[src/rtl/hsf_pkg.sv]
package hsf_pkg;
  typedef enum logic [2:0] {
    HS_RUN      = 3'd0,
    HS_PEND_IN  = 3'd1,
    HS_HOLD     = 3'd2,
    HS_PEND_OUT = 3'd3,
    HS_LOCK     = 3'd4,
    HS_ARM      = 3'd5
  } hold_state_e;
endpackage

[src/rtl/hsf_sync.sv]
module hsf_sync #(
  parameter int              W      = 1,
  parameter int              STAGES = 2,
  parameter logic [W-1:0]    RST_V  = '0
) (
  input  logic         clk,
  input  logic         rst_n,
  input  logic [W-1:0] d_i,
  output logic [W-1:0] q_o
);
  logic [W-1:0] stg_q [STAGES];

  genvar g;
  generate
    for (g = 0; g < STAGES; g++) begin : g_stage
      always_ff @(posedge clk or negedge rst_n) begin
        if (!rst_n) stg_q[g] <= RST_V;
        else if (g == 0) stg_q[g] <= d_i;
        else stg_q[g] <= stg_q[(g > 0) ? g-1 : 0];
      end
    end
  endgenerate

  assign q_o = stg_q[STAGES-1];
endmodule

[src/rtl/hsf_hold_fsm.sv]
module hsf_hold_fsm
  import hsf_pkg::*;
(
  input  logic clk,
  input  logic rst_n,
  input  logic cs_s,
  input  logic sclk_s,
  input  logic hold_s,
  output logic run_en_o,
  output logic held_o,
  output logic lock_o
);
  hold_state_e st_q, st_d;
  logic        hold_q;
  logic        hold_fall;

  assign hold_fall = hold_q & ~hold_s;

  always_comb begin
    st_d = st_q;
    unique case (st_q)
      HS_RUN: begin
        if (!cs_s && hold_fall) st_d = sclk_s ? HS_PEND_IN : HS_HOLD;
      end
      HS_PEND_IN: begin
        if (cs_s || hold_s) st_d = HS_RUN;
        else if (!sclk_s)   st_d = HS_HOLD;
      end
      HS_HOLD: begin
        if (cs_s)        st_d = HS_LOCK;
        else if (hold_s) st_d = sclk_s ? HS_PEND_OUT : HS_RUN;
      end
      HS_PEND_OUT: begin
        if (cs_s)         st_d = HS_LOCK;
        else if (!hold_s) st_d = HS_HOLD;
        else if (!sclk_s) st_d = HS_RUN;
      end
      HS_LOCK: begin
        if (cs_s && hold_s) st_d = HS_ARM;
      end
      HS_ARM: begin
        if (!hold_s)    st_d = HS_LOCK;
        else if (!cs_s) st_d = HS_RUN;
      end
      default: st_d = HS_RUN;
    endcase
  end

  always_ff @(posedge clk or negedge rst_n) begin
    if (!rst_n) begin
      st_q   <= HS_RUN;
      hold_q <= 1'b1;
    end else begin
      st_q   <= st_d;
      hold_q <= hold_s;
    end
  end

  assign run_en_o = (st_q == HS_RUN) || (st_q == HS_PEND_IN);
  assign held_o   = (st_q == HS_HOLD) || (st_q == HS_PEND_OUT);
  assign lock_o   = (st_q == HS_LOCK) || (st_q == HS_ARM);
endmodule

[src/rtl/hsf_shifter.sv]
module hsf_shifter #(
  parameter int DW = 8
) (
  input  logic          clk,
  input  logic          rst_n,
  input  logic          clear_i,
  input  logic          run_en_i,
  input  logic          sclk_s,
  input  logic          mosi_s,
  input  logic [DW-1:0] tx_byte_i,
  output logic [DW-1:0] rx_byte_o,
  output logic          rx_valid_o,
  output logic          miso_o
);
  localparam int            CW   = (DW > 1) ? $clog2(DW) : 1;
  localparam logic [CW-1:0] LAST = CW'(DW-1);

  logic          sclk_q;
  logic [CW-1:0] cnt_q, cnt_d;
  logic [DW-1:0] rx_sr_q, rx_sr_d;
  logic [DW-1:0] tx_sr_q, tx_sr_d;
  logic [DW-1:0] rx_byte_q, rx_byte_d;
  logic          valid_q, valid_d;
  logic          rise, fall;

  assign rise = sclk_s & ~sclk_q;
  assign fall = ~sclk_s & sclk_q;

  always_comb begin
    cnt_d     = cnt_q;
    rx_sr_d   = rx_sr_q;
    tx_sr_d   = tx_sr_q;
    rx_byte_d = rx_byte_q;
    valid_d   = 1'b0;
    if (clear_i) begin
      cnt_d   = '0;
      rx_sr_d = '0;
      tx_sr_d = tx_byte_i;
    end else if (run_en_i) begin
      if (rise) begin
        rx_sr_d = {rx_sr_q[DW-2:0], mosi_s};
        if (cnt_q == LAST) begin
          cnt_d     = '0;
          rx_byte_d = {rx_sr_q[DW-2:0], mosi_s};
          valid_d   = 1'b1;
        end else begin
          cnt_d = cnt_q + 1'b1;
        end
      end
      if (fall) begin
        if (cnt_q == '0) tx_sr_d = tx_byte_i;
        else             tx_sr_d = {tx_sr_q[DW-2:0], 1'b0};
      end
    end
  end

  always_ff @(posedge clk or negedge rst_n) begin
    if (!rst_n) begin
      sclk_q    <= 1'b0;
      cnt_q     <= '0;
      rx_sr_q   <= '0;
      tx_sr_q   <= '0;
      rx_byte_q <= '0;
      valid_q   <= 1'b0;
    end else begin
      sclk_q    <= sclk_s;
      cnt_q     <= cnt_d;
      rx_sr_q   <= rx_sr_d;
      tx_sr_q   <= tx_sr_d;
      rx_byte_q <= rx_byte_d;
      valid_q   <= valid_d;
    end
  end

  assign rx_byte_o  = rx_byte_q;
  assign rx_valid_o = valid_q;
  assign miso_o     = tx_sr_q[DW-1];
endmodule

[src/rtl/hold_spi_front.sv]
module hold_spi_front #(
  parameter int DW          = 8,
  parameter int SYNC_STAGES = 2
) (
  input  logic          clk,
  input  logic          rst_n,
  input  logic          cs_n_i,
  input  logic          sclk_i,
  input  logic          mosi_i,
  input  logic          hold_n_i,
  input  logic          busy_i,
  input  logic [DW-1:0] tx_byte_i,
  output logic [DW-1:0] rx_byte_o,
  output logic          rx_valid_o,
  output logic          miso_o,
  output logic          miso_oe_o,
  output logic          hold_active_o,
  output logic          busy_o
);
  localparam int NSIG = 5;

  logic [1:0]      rst_sr_q;
  logic            rst_int_n;
  logic [NSIG-1:0] raw, syn;
  logic            cs_s, sclk_s, mosi_s, hold_s, busy_s;
  logic            run_en, held, lock_w, clear;

  always_ff @(posedge clk or negedge rst_n) begin
    if (!rst_n) rst_sr_q <= 2'b00;
    else        rst_sr_q <= {rst_sr_q[0], 1'b1};
  end
  assign rst_int_n = rst_sr_q[1];

  assign raw = {busy_i, hold_n_i, mosi_i, sclk_i, cs_n_i};

  hsf_sync #(
    .W      (NSIG),
    .STAGES (SYNC_STAGES),
    .RST_V  (5'b01001)
  ) u_sync (
    .clk   (clk),
    .rst_n (rst_int_n),
    .d_i   (raw),
    .q_o   (syn)
  );

  assign cs_s   = syn[0];
  assign sclk_s = syn[1];
  assign mosi_s = syn[2];
  assign hold_s = syn[3];
  assign busy_s = syn[4];

  hsf_hold_fsm u_fsm (
    .clk      (clk),
    .rst_n    (rst_int_n),
    .cs_s     (cs_s),
    .sclk_s   (sclk_s),
    .hold_s   (hold_s),
    .run_en_o (run_en),
    .held_o   (held),
    .lock_o   (lock_w)
  );

  assign clear = cs_s | lock_w;

  hsf_shifter #(.DW(DW)) u_shift (
    .clk        (clk),
    .rst_n      (rst_int_n),
    .clear_i    (clear),
    .run_en_i   (run_en),
    .sclk_s     (sclk_s),
    .mosi_s     (mosi_s),
    .tx_byte_i  (tx_byte_i),
    .rx_byte_o  (rx_byte_o),
    .rx_valid_o (rx_valid_o),
    .miso_o     (miso_o)
  );

  assign miso_oe_o     = ~cs_s & run_en;
  assign hold_active_o = held;
  assign busy_o        = busy_s;
endmodule

[config.mk]
export PLATFORM = sky130hd
export DESIGN_NAME = hold_spi_front
export DESIGN_NICKNAME = d
export VERILOG_FILES = /design/src/rtl/hsf_pkg.sv /design/src/rtl/hsf_sync.sv /design/src/rtl/hsf_hold_fsm.sv /design/src/rtl/hsf_shifter.sv /design/src/rtl/hold_spi_front.sv
export SDC_FILE = /design/constraint.sdc
export NUM_CORES = 1
export LEC_CHECK = 0
export CAP_MARGIN = 20
export CELL_PAD_IN_SITES_DETAIL_PLACEMENT = 0
export CELL_PAD_IN_SITES_GLOBAL_PLACEMENT = 1
export CORE_ASPECT_RATIO = 1.5
export CORE_MARGIN = 2
export CORE_UTILIZATION = 40
export CTS_CLUSTER_SIZE = 14
export DETAILED_ROUTE_END_ITERATION = 8
export DONT_BUFFER_PORTS = 1
export PLACE_DENSITY = 0.62
export REMOVE_ABC_BUFFERS = 1
export SLEW_MARGIN = 25
export SYNTH_ARGS = -nofsm -noshare
export SYNTH_HDL_FRONTEND = slang
export SYNTH_SLANG_ARGS = --single-unit
[constraint.sdc]
create_clock -name clk -period 1.52 [get_ports clk]
set_input_delay 0.152 -clock clk [delete_from_list [all_inputs] [get_ports clk]]
set_output_delay 0.152 -clock clk [all_outputs]
set_load 0.05 [all_outputs]
# After elaboration in Yosys (flattened, before gate mapping)
# Cells that the tools add are included.
[classes]
bitwise_logic = 10
n_reduce_logical = 16
addsub = 1
muxes = 29
eq_ne = 12
[ops]
columns = ["op", "count"]
rows = [
  ["$mux 3", 15],
  ["$mux 8", 4],
  ["$mux 7", 3],
  ["$pmux 3 s6", 1],
  ["$eq 3x3->1 const B", 3],
  ["$eq 3x2->1 const B", 2],
  ["$logic_not 3->1", 2],
  ["$ne 3x3->1 const B", 2],
  ["$reduce_and 6->1", 1],
  ["$reduce_bool 2->1", 3],
  ["$not 1->1", 5],
  ["$and 1x1->1", 4],
  ["$logic_or 1x1->1", 4],
  ["$mux 1", 4],
  ["$mux 2", 2],
  ["$ne 2x1->1 const B", 2],
  ["$ne 4x4->1 const B", 1],
  ["$reduce_and 2->1", 2],
  ["$reduce_and 4->1", 1],
  ["$add 3x1->3 const B", 1],
  ["$eq 3x1->1 const B", 1],
  ["$ne 3x2->1 const B", 1],
  ["$logic_and 1x1->1", 2],
  ["$logic_not 1->1", 1],
  ["$or 1x1->1", 1],
]
[totals]
output_inout_bits = 13
in_bits = 15
reg_bits = 44

# Depth between registers and ports, before layout
# Gate-level depths: netlist (run 1).
[logic_depth]
depth_word = 5
ltp_mapped = 6
depth_no_buf = 6

# Hierarchy
# A second synthesis (run 1) with hierarchy kept.
[hier_totals]
cells_unflattened = 151
area_unflattened_um2 = 1886.8
[by_module_without_submodules]
columns = ["mod", "seq_area_each_um2", "cells_each", "area_per_inst_um2", "instances"]
rows = [
  ["hsf_shifter", 700.7, 98, 1227.4, 1],
  ["hsf_hold_fsm", 101.3, 33, 297.8, 1],
  ["hsf_sync", 255.2, 15, 292.8, 1],
  ["hold_spi_front", 50.0, 5, 68.8, 1],
]

# Least setup slack after synthesis (run 1)
# No wires, ideal clock.
[synth_path]
path_type = "register to register"
start = "register u_shift.cnt_q[0]"
end = "register u_shift.tx_sr_q[1]"
slack_ns = -0.259
setup_ns = 0.125
path_buffers = 0
arrival_time_ns = 1.654
path_stages_with_launch = 7
path_cell_list = "dfrtp_1 > inv_1 > ha_1 > nor2b_1 > nor3b_4 > mux2_2 > mux2_2"
[synth_between]
elab_chain_cells = 5
[synth_rtl]
columns = ["element", "line", "text"]
rows = [
  ["from (decl)", "hsf_shifter.sv:19", "logic [CW-1:0] cnt_q, cnt_d;"],
  ["from (signal assigned)", "hsf_shifter.sv:67", "cnt_q <= cnt_d;"],
  ["$logic_not 3->1", "hsf_shifter.sv:51", "if (cnt_q == '0) tx_sr_d = tx_byte_i;"],
  ["$mux 8", "hsf_shifter.sv:51", ""],
  ["$mux 8", "hsf_shifter.sv:50", "if (fall) begin"],
  ["$mux 8", "hsf_shifter.sv:39", "end else if (run_en_i) begin"],
  ["$mux 8", "hsf_shifter.sv:35", "if (clear_i) begin"],
  ["to (signal assigned)", "hsf_shifter.sv:69", "tx_sr_q <= tx_sr_d;"],
  ["to (decl)", "hsf_shifter.sv:21", "logic [DW-1:0] tx_sr_q, tx_sr_d;"],
]
# Every way passes these cells. The select of a mux whose other input is x is not followed.
# A chain may end at the register's enable or synchronous reset.

# Final worst setup path (run 1)
[layout_path]
start = "register u_shift.cnt_q[1]"
end = "register u_shift.tx_sr_q[1]"
# The elaborated chain is that of the path after synthesis.

==> results of run 1 <==
==> kinds of logic (layout without fill, tap and decap cells) <==
group                      count (synthesis)  in the layout  share of synthesized area
DFF                                       44             44                     0.6049
AOI/OAI and AO/OA                         27             27                     0.1059
muxes                                     24             24                     0.1470
and+or+nand+nor                           22             23                    0.08750
buffers and inverters                     10             49                    0.02734
adders and majority gates                  3              3                    0.02051
other                                      1              1                   0.002049
xor gates and xnor gates                   1              1                   0.004786
==> stage by stage <==
step           utilization  hold WS [ns]  TNS (ns)  power, mW  setup slack (ns)
2_1_floorplan            -       -0.1436    -2.794      1.912           -0.2592
3_3_place_gp        0.4655       -0.1435    -2.182      2.183           -0.2050
3_5_place_dp        0.4655       -0.1435    -2.844      2.207           -0.2497
4_1_cts             0.5303       0.07505    -1.511      3.235           -0.2235
5_1_grt             0.5364       0.07367    -1.972      3.401           -0.2658
6_report            0.5364       0.08746    -1.469      3.225           -0.2134
==> cell usage in the layout, fill, tap and decap left out, types with 2 or more instances in the layout <==
master	n
dfstp_2	5
buf_4	24
o211ai_1	2
nand2_4	2
a22o_1	10
mux2_2	14
nand2b_1	3
nor2b_1	3
nand2_1	2
nor2_1	2
buf_6	5
ha_2	2
nor2_2	2
dlygate4sd3_1	6
dfrtp_1	38
mux2_4	9
inv_1	5
clkbuf_8	5
a21oi_1	5
or3b_1	2
==> worst max-delay path, stage by stage (launching register included) <==
cell and delay, ns:
dfrtp_1 0.36, inv_1 0.05, ha_2 0.18, nor2b_4 0.13, nor3b_4 0.17, buf_6 0.17, mux2_4 0.31, mux2_4 0.27
==> layer usage <==
metal  track usage  up-vias  wire (um)
li1              -      546          -
met4       0.06198        0         50
met3       0.02823        5         87
met2        0.2527       20       1833
met5             0        -          0
met1        0.1852      589       1417
==> repair_timing <==
item                                   CTS  global route
pin swaps                                4             5
resized for setup                       23             8
hold buffers                             6             0
endpoints found under the hold margin    7             0
setup buffers                            3             0
cloned                                   1             0
setup endpoints to repair               27            17
==> cell type report <==
cell class / instances / share of cell area
clock buffers: 5 / 0.02872
clock inverters: 3 / 0.01932
inverters: 5 / 0.007833
multi-input cells: 79 / 0.3243
flip-flops and latches: 44 / 0.4627
well taps: 48 / 0.02507
repair buffers: 36 / 0.1321
==> report_power, final <==
group	switching [mW]	leakage [nW]	internal [mW]
clock network	0.409	0.0548	0.495
registers	0.105	0.553	1.29
logic	0.447	0.530	0.477
total	0.961	1.14	2.26
==> registers in the layout (all words and copies together), names as in the netlist <==
signal and count:
u_fsm.st_q 3, u_shift.rx_byte_o 8, u_shift.sclk_q 1, u_fsm.hold_q 1
u_sync.stg_q 5, u_shift.cnt_q 3, rst_sr_q 2, u_sync.q_o 5
u_shift.tx_sr_q 8, u_shift.rx_sr_q 7, u_shift.rx_valid_o 1
==> how the worst max path moves through the flow <==
stage | to | slack [ns] | cells past startpoint
finish | u_shift.tx_sr_q[1] | -0.21 | 7
global route | u_shift.tx_sr_q[1] | -0.27 | 7
CTS | u_shift.tx_sr_q[1] | -0.22 | 7
detailed placement | u_shift.tx_sr_q[1] | -0.25 | 7
global placement | u_shift.tx_sr_q[1] | -0.21 | 7
floorplan | u_shift.tx_sr_q[1] | -0.26 | 6
==> flow_summary_export.csv, run 1 <==
group,metric,value,unit
status,status,"finished, violations left",
status,violations,"setup timing",
layout,stdcell_area,0.002396,mm^2
drt,wire_per_inst,15.40,um
power,p_per_area,1346,mW/mm^2
drt,drc_errors,0,
global_routing,grt_max_degree,43,
sta,drv_slew,0,
sta,fmax,576.9,MHz
layout,syn2layout_area_growth,30.90,%
layout,layout.nets,189,
synth,yosysTopAreaCell,"dfrtp_1",
synth,async_flop_share,1.000,
drt,drt-total-wl,3.388,mm
floorplan,core,0.004467,mm^2
layout,diodes,0,
critical_path,cp-startpoint,"u_shift.cnt_q[1]",
synth,synth_common_cells,"39 x dfrtp_1, 23 x mux2_2, 10 x a22o_1, 6 x a21oi_1",
sta,rsz0062_at_grt,"true",
critical_path,endpoint_kind,"flip-flop",
synth,synth_cell_types,32,
clocking,numClockSinks,44,
layout,seq_area,0.001109,mm^2
placed_design,dpl.hpwl,2.283,mm
critical_path,path_max_fanout,8,
sta,min_period,1.733,ns
placed_design,post-place-cells,202,
critical_path,worst-endpoint-required,1.71,ns
critical_path,r2r-end,"u_shift.tx_sr_q[1]",
drt,detail_route.first_pass.iterations,2,
sta,hold_violations,0,
critical_path,timing.rr.start,"u_shift.cnt_q[1]",
synth,yosys-top-cells-area,"dfrtp_1 53%, mux2_2 14%, dfstp_2 7.2%",
sta,period_share,1.140,
critical_path,reg2reg_setup_slack,-0.21,ns
layout,drive_gt1_frac,0.4767,
global_routing,grt_pass1_wl,5.865,mm
clocking,clk_pin_slew,0.09,ns
placed_design,place.port_buffers,0,
min_path,min_path_type,"in -> async",
floorplan,die_x,59.24,um
global_routing,grt_pass1_vias,1263,
drt,via_count,1160,
layout,multi_input_area,777.0,um^2
synth,yosysMostFrequentCell,"dfrtp_1",
floorplan,dieArea,0.005145,mm^2
sta,clock-skew-final,0.009457,ns
placed_design,gp_congestion,0.7630,
clocking,clock_latency,0.29,ns
floorplan,row_count,30,
clocking,cts_buffers,5,
drt,ant_nets,0,
clocking,cts_buffer_depth,2,
critical_path,critical_path_arrival,1.92,ns
floorplan,die-height,86.85,um
synth,synth_top_area_frac,0.5332,
sta,slew_headroom,0.6574,
clocking,root_buffer,"clkbuf_8",
synth,synth-edff-count,0,
clocking,cts_tree,"built",
drt,drt_iter0_markers,9,
critical_path,crit_path_start_kind,"flip-flop",
synth,syn_area_per_cell,13.87,um^2
layout,fillers,397,
power,peakVddDrop,0.6874,mV
drt,avgViaCountPerCell,5.273,
synth,synth_top_flop_cell,"dfrtp_1",
critical_path,critPathKind,"reg -> reg",
power,leakagePower,1.138,nW
sta,fin_ws,-0.2134,ns
flow_run,maxCapViolCount,0,
synth,ys_warn_count,0,
clocking,htreeDepth,2,
placed_design,place_area,0.002079,mm^2
floorplan,initial_core_util,0.4098,
global_routing,grt_usage,0.1501,
synth,seq_area_frac_synth,0.6049,
sta,worstMarginPinSlew,0.5138,ns
synth,synthCells,132,
synth,synth-seq-cells,44,
global_routing,gr-total-overflow,0,
critical_path,rr_worst_depth,7,
layout,final_cell_count_no_fill,220,
floorplan,io_pins,28,
sta,setup_violations,8,
synth,syn-cell-area,0.001831,mm^2
global_routing,grt_antenna_before_repair,0,
Note: power is estimated with default switching activity, not from simulation.
==> run 2, diff against run 1 <==
--- a/config.mk
+++ b/config.mk
@@ -5,6 +5,7 @@
 export SDC_FILE = /design/constraint.sdc
 export NUM_CORES = 1
 export LEC_CHECK = 0
+export BUFFER_PORTS_ARGS = -buffer_cell sky130_fd_sc_hd__buf_2
 export CAP_MARGIN = 20
 export CELL_PAD_IN_SITES_DETAIL_PLACEMENT = 0
 export CELL_PAD_IN_SITES_GLOBAL_PLACEMENT = 1
@@ -13,10 +14,10 @@
 export CORE_UTILIZATION = 40
 export CTS_CLUSTER_SIZE = 14
 export DETAILED_ROUTE_END_ITERATION = 8
-export DONT_BUFFER_PORTS = 1
-export PLACE_DENSITY = 0.62
+export PLACE_DENSITY = 0.69
 export REMOVE_ABC_BUFFERS = 1
 export SLEW_MARGIN = 25
 export SYNTH_ARGS = -nofsm -noshare
 export SYNTH_HDL_FRONTEND = slang
+export SYNTH_HIERARCHICAL = 1
 export SYNTH_SLANG_ARGS = --single-unit
==> run 2 against run 1 <==
The run still ends with setup timing left. Critical path depth down 3. Utilization rose by 2.6 points. Die area is 2.9% higher. Final area increased by 6.7%. First-iteration DRC count increased to 5.4 times the previous value. Maximum frequency increased by 0.42%. Cell count up 25%. Register-to-register slack about the same. Critical endpoint is now u_fsm/st_q[0]. Largest cell class unchanged.
==> flow_summary_export.csv, run 2 <==
group,metric,value,unit
min_path,min_path_type,"in -> reg",
synth,seq_area_frac_synth,0.5869,
global_routing,gr-total-overflow,0,
layout,fillers,396,
critical_path,critical_path_arrival,1.91,ns
clocking,htreeDepth,2,
clocking,cts_buffer_depth,2,
floorplan,dieArea,0.005294,mm^2
power,p_int,2.505,mW
sta,worst_hold_slack,0.1049,ns
power,p_per_area,1438,mW/mm^2
sta,fmax,579.3,MHz
sta,clock-skew-final,0.008214,ns
drt,drt-total-wl,3.877,mm
synth,syn_area_per_cell,12.50,um^2
global_routing,grt_usage,0.1543,
drt,wire_per_inst,14.05,um
synth,synth_common_cells,"39 x dfrtp_1, 13 x o21ai_0, 10 x a22o_1, 8 x mux2_2, 8 x nor3_1",
synth,synth_top_area_frac,0.5172,
drt,ant_nets,0,
critical_path,endpoint_kind,"flip-flop",
floorplan,io_pins,28,
floorplan,die-height,88.12,um
clocking,numClockSinks,44,
drt,drt_iter0_markers,49,
global_routing,grt_antenna_before_repair,0,
floorplan,initial_core_util,0.4154,
synth,synthCells,151,
power,leakagePower,1.247,nW
global_routing,grt_pass1_vias,1387,
floorplan,die_x,60.08,um
power,peakVddDrop,0.5983,mV
layout,layout.nets,229,
flow_run,maxCapViolCount,0,
synth,synth-edff-count,0,
drt,via_count,1379,
layout,diodes,0,
layout,multi_input_area,743.2,um^2
clocking,cts_buffers,5,
critical_path,rr_worst_depth,4,
global_routing,grt_pass1_wl,6.078,mm
power,clkPwrFrac,0.241,
sta,fin_ws,-0.2062,ns
critical_path,path_max_fanout,2,
synth,synth_top_flop_cell,"dfrtp_1",
placed_design,gp_congestion,0.7116,
clocking,clock_latency,0.30,ns
synth,async_flop_share,1.000,
drt,detail_route.first_pass.iterations,4,
synth,yosysMostFrequentCell,"dfrtp_1",
synth,synth_cell_types,38,
drt,avgViaCountPerCell,4.996,
layout,syn2layout_area_growth,35.48,%
layout,drive_gt1_frac,0.4953,
power,pwr-share-comb,0.369,
clocking,clk_pin_slew,0.09,ns
critical_path,worst-endpoint-required,1.71,ns
layout,mostFrequentLayoutCells,"38 x dfrtp_1, 26 x buf_2, 21 x buf_4",
critical_path,critPathKind,"reg -> reg",
synth,synth-seq-cells,44,
synth,syn-cell-area,0.001887,mm^2
sta,hold_violations,0,
sta,drv_slew,0,
critical_path,r2r-end,"u_fsm/st_q[0]",
synth,yosys-top-cells-area,"dfrtp_1 52%, dfstp_2 7.0%, mux2_2 4.8%",
clocking,root_buffer,"clkbuf_8",
min_path,min_from,"tx_byte_i[7]",
layout,seq_area,0.001109,mm^2
sta,period_share,1.136,
floorplan,core,0.004542,mm^2
floorplan,row_count,30,
critical_path,crit_path_start_kind,"flip-flop",
sta,rsz0062_at_grt,"true",
power,switchingPower,1.171,mW
min_path,whs_endpoint,"u_shift/tx_sr_q[7]",
global_routing,grt_max_degree,23,
power,p_sw_frac,0.3185,
synth,yosysTopAreaCell,"dfrtp_1",
status,status,"finished, violations left",
placed_design,place.port_buffers,27,
clocking,cts_tree,"built",
layout,final_common_cell,"dfrtp_1",
synth,ys_warn_count,6,
placed_design,dpl.hpwl,2.437,mm
critical_path,timing.rr.start,"u_fsm/hold_q",
power,p_seq_frac,0.390,
layout,finalCoreUtilization,0.5628,
sta,min_period,1.726,ns
min_path,whs_path_depth,3,
status,violations,"setup timing",
critical_path,reg2reg_setup_slack,-0.21,ns
sta,setup_violations,21,
drt,drc_errors,0,
-- run 2: through the flow --
stage	cell area, um^2	worst slack [ns]	power, mW	instances	TNS, ns
2_1_floorplan	1788	-0.5026	2.041	137	-8.025
3_3_place_gp	2162	-0.2316	2.398	249	-2.047
3_5_place_dp	2162	-0.2666	2.446	249	-2.373
4_1_cts	2501	-0.2220	3.583	273	-1.456
5_1_grt	2556	-0.2741	3.870	276	-3.539
6_report	2556	-0.2062	3.676	276	-1.644
-- run 2: worst max-delay path by stage --
stage | endpoint | start
after floorplan | u_shift/rx_byte_o[0] | u_fsm/st_q[2]
after global placement | u_fsm/st_q[0] | u_fsm/hold_q
after detailed placement | u_fsm/st_q[0] | u_fsm/hold_q
after CTS | u_fsm/st_q[0] | u_fsm/hold_q
after global routing | u_fsm/st_q[0] | u_fsm/hold_q
final | u_fsm/st_q[0] | u_fsm/hold_q
-- run 2: final cells by class --
| type | count | share of cell area |
|---|---|---|
| Multi-Input combinational cell | 88 | 0.2907 |
| Timing Repair Buffer | 66 | 0.1919 |
| Inverter | 6 | 0.008811 |
| Sequential cell | 44 | 0.4337 |
| Clock buffer | 5 | 0.02692 |
| Clock inverter | 3 | 0.01664 |
| Tap cell | 64 | 0.03133 |
-- run 2: power by group through the flow --
stage               Clock [mW]  Sequential [mW]  Combinational [mW]
detailed placement           0             1.44                1.01
CTS                      0.910             1.43                1.25
finish                   0.887             1.43                1.35
global route             0.953             1.46                1.46
floorplan                    0             1.50               0.543
global placement             0             1.43               0.972
-- run 2: timing repair --
action	in CTS	in global routing
endpoints found under the hold margin	7	0
cloned	3	2
gates resized for setup	37	12
hold buffers	6	0
pin swaps	13	8
buffers inserted	7	3
setup endpoints to repair	19	29
-- run 2: cells by family after synthesis --
| family | share of synthesized area |
|---|---|
| AOI/OAI and AO/OA | 0.1426 |
| adders and majority gates | 0.01990 |
| buffers and inverters | 0.06433 |
| DFF | 0.5869 |
| muxes | 0.05902 |
| other | 0.001987 |
| and+or+nand+nor | 0.1253 |
-- run 2: metal layers --
metal	routed length [um]	global-route usage	vias up
li1	-	-	654
met1	1583	0.1727	688
met2	2070	0.2737	29
met3	155	0.03840	8
met4	68	0.06061	0
met5	0	0	-
-- run 2: worst max-delay path, cell delays in order, from the launching register on --
cell	delay (ns)
dfstp_2	0.52
or3b_1	0.34
a22o_1	0.24
a311oi_2	0.20
mux2_1	0.34
==> run 3, diff against run 2 <==
--- a/config.mk
+++ b/config.mk
@@ -9,12 +9,11 @@
 export CAP_MARGIN = 20
 export CELL_PAD_IN_SITES_DETAIL_PLACEMENT = 0
 export CELL_PAD_IN_SITES_GLOBAL_PLACEMENT = 1
-export CORE_ASPECT_RATIO = 1.5
 export CORE_MARGIN = 2
 export CORE_UTILIZATION = 40
 export CTS_CLUSTER_SIZE = 14
 export DETAILED_ROUTE_END_ITERATION = 8
-export PLACE_DENSITY = 0.69
+export PLACE_DENSITY = 0.76
 export REMOVE_ABC_BUFFERS = 1
 export SLEW_MARGIN = 25
 export SYNTH_ARGS = -nofsm -noshare
==> run 3 against run 2 <==
The flow still finishes with violations (setup timing). Register-to-register slack worse by 0.04 ns. First-iteration DRC count up 22%. Non-clock buffer count grew 2.
==> flow_summary_export.csv, run 3 (synthesized netlist as in run 2, its figures left out) <==
group,metric,value,unit
drt,detail_route.first_pass.iterations,4,
layout,final_common_cell,"dfrtp_1",
critical_path,r2r-end,"u_fsm/st_q[0]",
clocking,cts_buffer_depth,2,
critical_path,critical_path_arrival,1.93,ns
power,p_sw_frac,0.3105,
drt,drt_iter0_markers,60,
layout,stdcell_area,0.002502,mm^2
placed_design,post-place-cells,237,
drt,ant_nets,0,
critical_path,reg2reg_setup_slack,-0.24,ns
status,status,"finished, violations left",
placed_design,place.port_buffers,27,
drt,met2_length,1.831,mm
power,leakagePower,1.209,nW
layout,fillers,379,
layout,finalCoreUtilization,0.5631,
clocking,root_buffer,"clkbuf_8",
drt,drc_errors,0,
power,peakVddDrop,0.7377,mV
power,pwr-share-comb,0.363,
sta,tns,-2.275,ns
sta,setup_violations,19,
placed_design,place_ws,-0.2803,ns
drt,wire_per_inst,13.73,um
global_routing,gr-total-overflow,0,
power,p_seq_frac,0.396,
power,switchingPower,1.118,mW
drt,via_count,1357,
sta,min_period,1.763,ns
layout,diodes,0,
placed_design,gp_congestion,0.7604,
floorplan,core,0.004444,mm^2
placed_design,place_area,0.002146,mm^2
sta,fmax,567.3,MHz
critical_path,rr_worst_depth,4,
floorplan,dieArea,0.005282,mm^2
floorplan,row_count,24,
placed_design,dpl.hpwl,2.365,mm
clocking,clk_pin_slew,0.08,ns
power,p_per_area,1439,mW/mm^2
power,p_int,2.482,mW
floorplan,die_x,72.68,um
floorplan,initial_core_util,0.4245,
sta,rsz0062_at_grt,"true",
drt,wl_met3,136,um
sta,worst_hold_slack,0.1446,ns
sta,drv_slew,0,
min_path,min_path_type,"in -> reg",
min_path,whs_path_depth,3,
layout,layout.nets,230,
clocking,numClockSinks,44,
critical_path,crit_path_start_kind,"flip-flop",
layout,mostFrequentLayoutCells,"39 x dfrtp_1, 31 x buf_4, 25 x buf_2",
flow_run,maxCapViolCount,0,
drt,drt-total-wl,3.639,mm
floorplan,io_pins,28,
critical_path,path_max_fanout,2,
drt,drt-met1-wl,1.655,mm
clocking,clock_latency,0.29,ns
floorplan,die-height,72.68,um
drt,top_layer,"met4",
clocking,cts_buffers,5,
sta,fin_ws,-0.2429,ns
critical_path,endpoint_kind,"flip-flop",
layout,syn2layout_area_growth,32.63,%
global_routing,grt_max_degree,22,
clocking,htreeDepth,2,
min_path,whs_endpoint,"u_shift/tx_sr_q[0]",
critical_path,critPathKind,"reg -> reg",
critical_path,timing.rr.start,"u_fsm/hold_q",
sta,hold_violations,0,
global_routing,grt_usage,0.1523,
global_routing,grt_pass1_vias,1451,
sta,clock-skew-final,0.005182,ns
power,power.total,3.600,mW
power,clkPwrFrac,0.241,
status,violations,"setup timing",
global_routing,grt_pass1_wl,6.313,mm
drt,avgViaCountPerCell,5.121,
critical_path,worst-endpoint-required,1.69,ns
min_path,min_from,"tx_byte_i[0]",
global_routing,grt_antenna_before_repair,0,
layout,final_cell_count_no_fill,265,
clocking,cts_tree,"built",
layout,drive_gt1_frac,0.4836,
sta,period_share,1.160,
[run 3: cell types whose count changed in the layout (fill, tap and decap cells not counted), moves of 2 or more]
cell     previous run  this run
buf_4              21        31
or3b_2              0         3
o21ai_0             6        11
nand2_4             2         0
buf_6              12         5
or3b_4              5         2
o21ai_1             7         3
[run 3: power groups by stage]
| stage | Clock (mW) | Combinational, mW | Sequential [mW] |
|---|---|---|---|
| after global routing | 0.948 | 1.42 | 1.45 |
| after global placement | 0 | 0.981 | 1.42 |
| final | 0.868 | 1.31 | 1.43 |
| after floorplan | 0 | 0.543 | 1.50 |
| after detailed placement | 0 | 1.02 | 1.43 |
| after CTS | 0.896 | 1.28 | 1.42 |
[run 3: critical path: stages, from the launching register on]
cell	delay (ns)
dfstp_2	0.52
or3b_1	0.34
a22o_1	0.25
a311oi_2	0.19
mux2_1	0.34
[run 3: repair_timing]
action	CTS	global route
resized for setup	24	3
hold endpoints to repair	7	0
hold buffers	6	0
endpoints found under the setup margin	29	29
setup buffers	12	0
cloned	2	0
pin swaps	6	2
[run 3: worst max-delay path by stage]
stage,end,slack (ns),depth (start not counted),startpoint
2_1_floorplan,u_shift/rx_byte_o[0],-0.50,5,u_fsm/st_q[2]
3_3_place_gp,u_fsm/st_q[0],-0.23,4,u_fsm/hold_q
3_5_place_dp,u_fsm/st_q[0],-0.28,4,u_fsm/hold_q
4_1_cts,u_fsm/st_q[0],-0.27,4,u_fsm/hold_q
5_1_grt,u_fsm/st_q[0],-0.28,4,u_fsm/hold_q
6_report,u_fsm/st_q[0],-0.24,4,u_fsm/hold_q
[run 3: cell type report]
type / instances / area [um^2] / area share
flip-flops and latches: 44 / 1107 / 0.4425
clock buffers: 5 / 68.82 / 0.02750
multi-input cells: 87 / 706.9 / 0.2825
well taps: 52 / 65.06 / 0.02600
inverters: 6 / 22.52 / 0.009000
clock inverters: 3 / 42.54 / 0.01700
repair buffers: 68 / 489.2 / 0.1955
[run 3: metal layers]
layer / vias to the layer above / track usage
li1: 659 / -
met1: 668 / 0.1958
met2: 28 / 0.2525
met3: 2 / 0.03453
met4: 0 / 0.05556
met5: - / 0
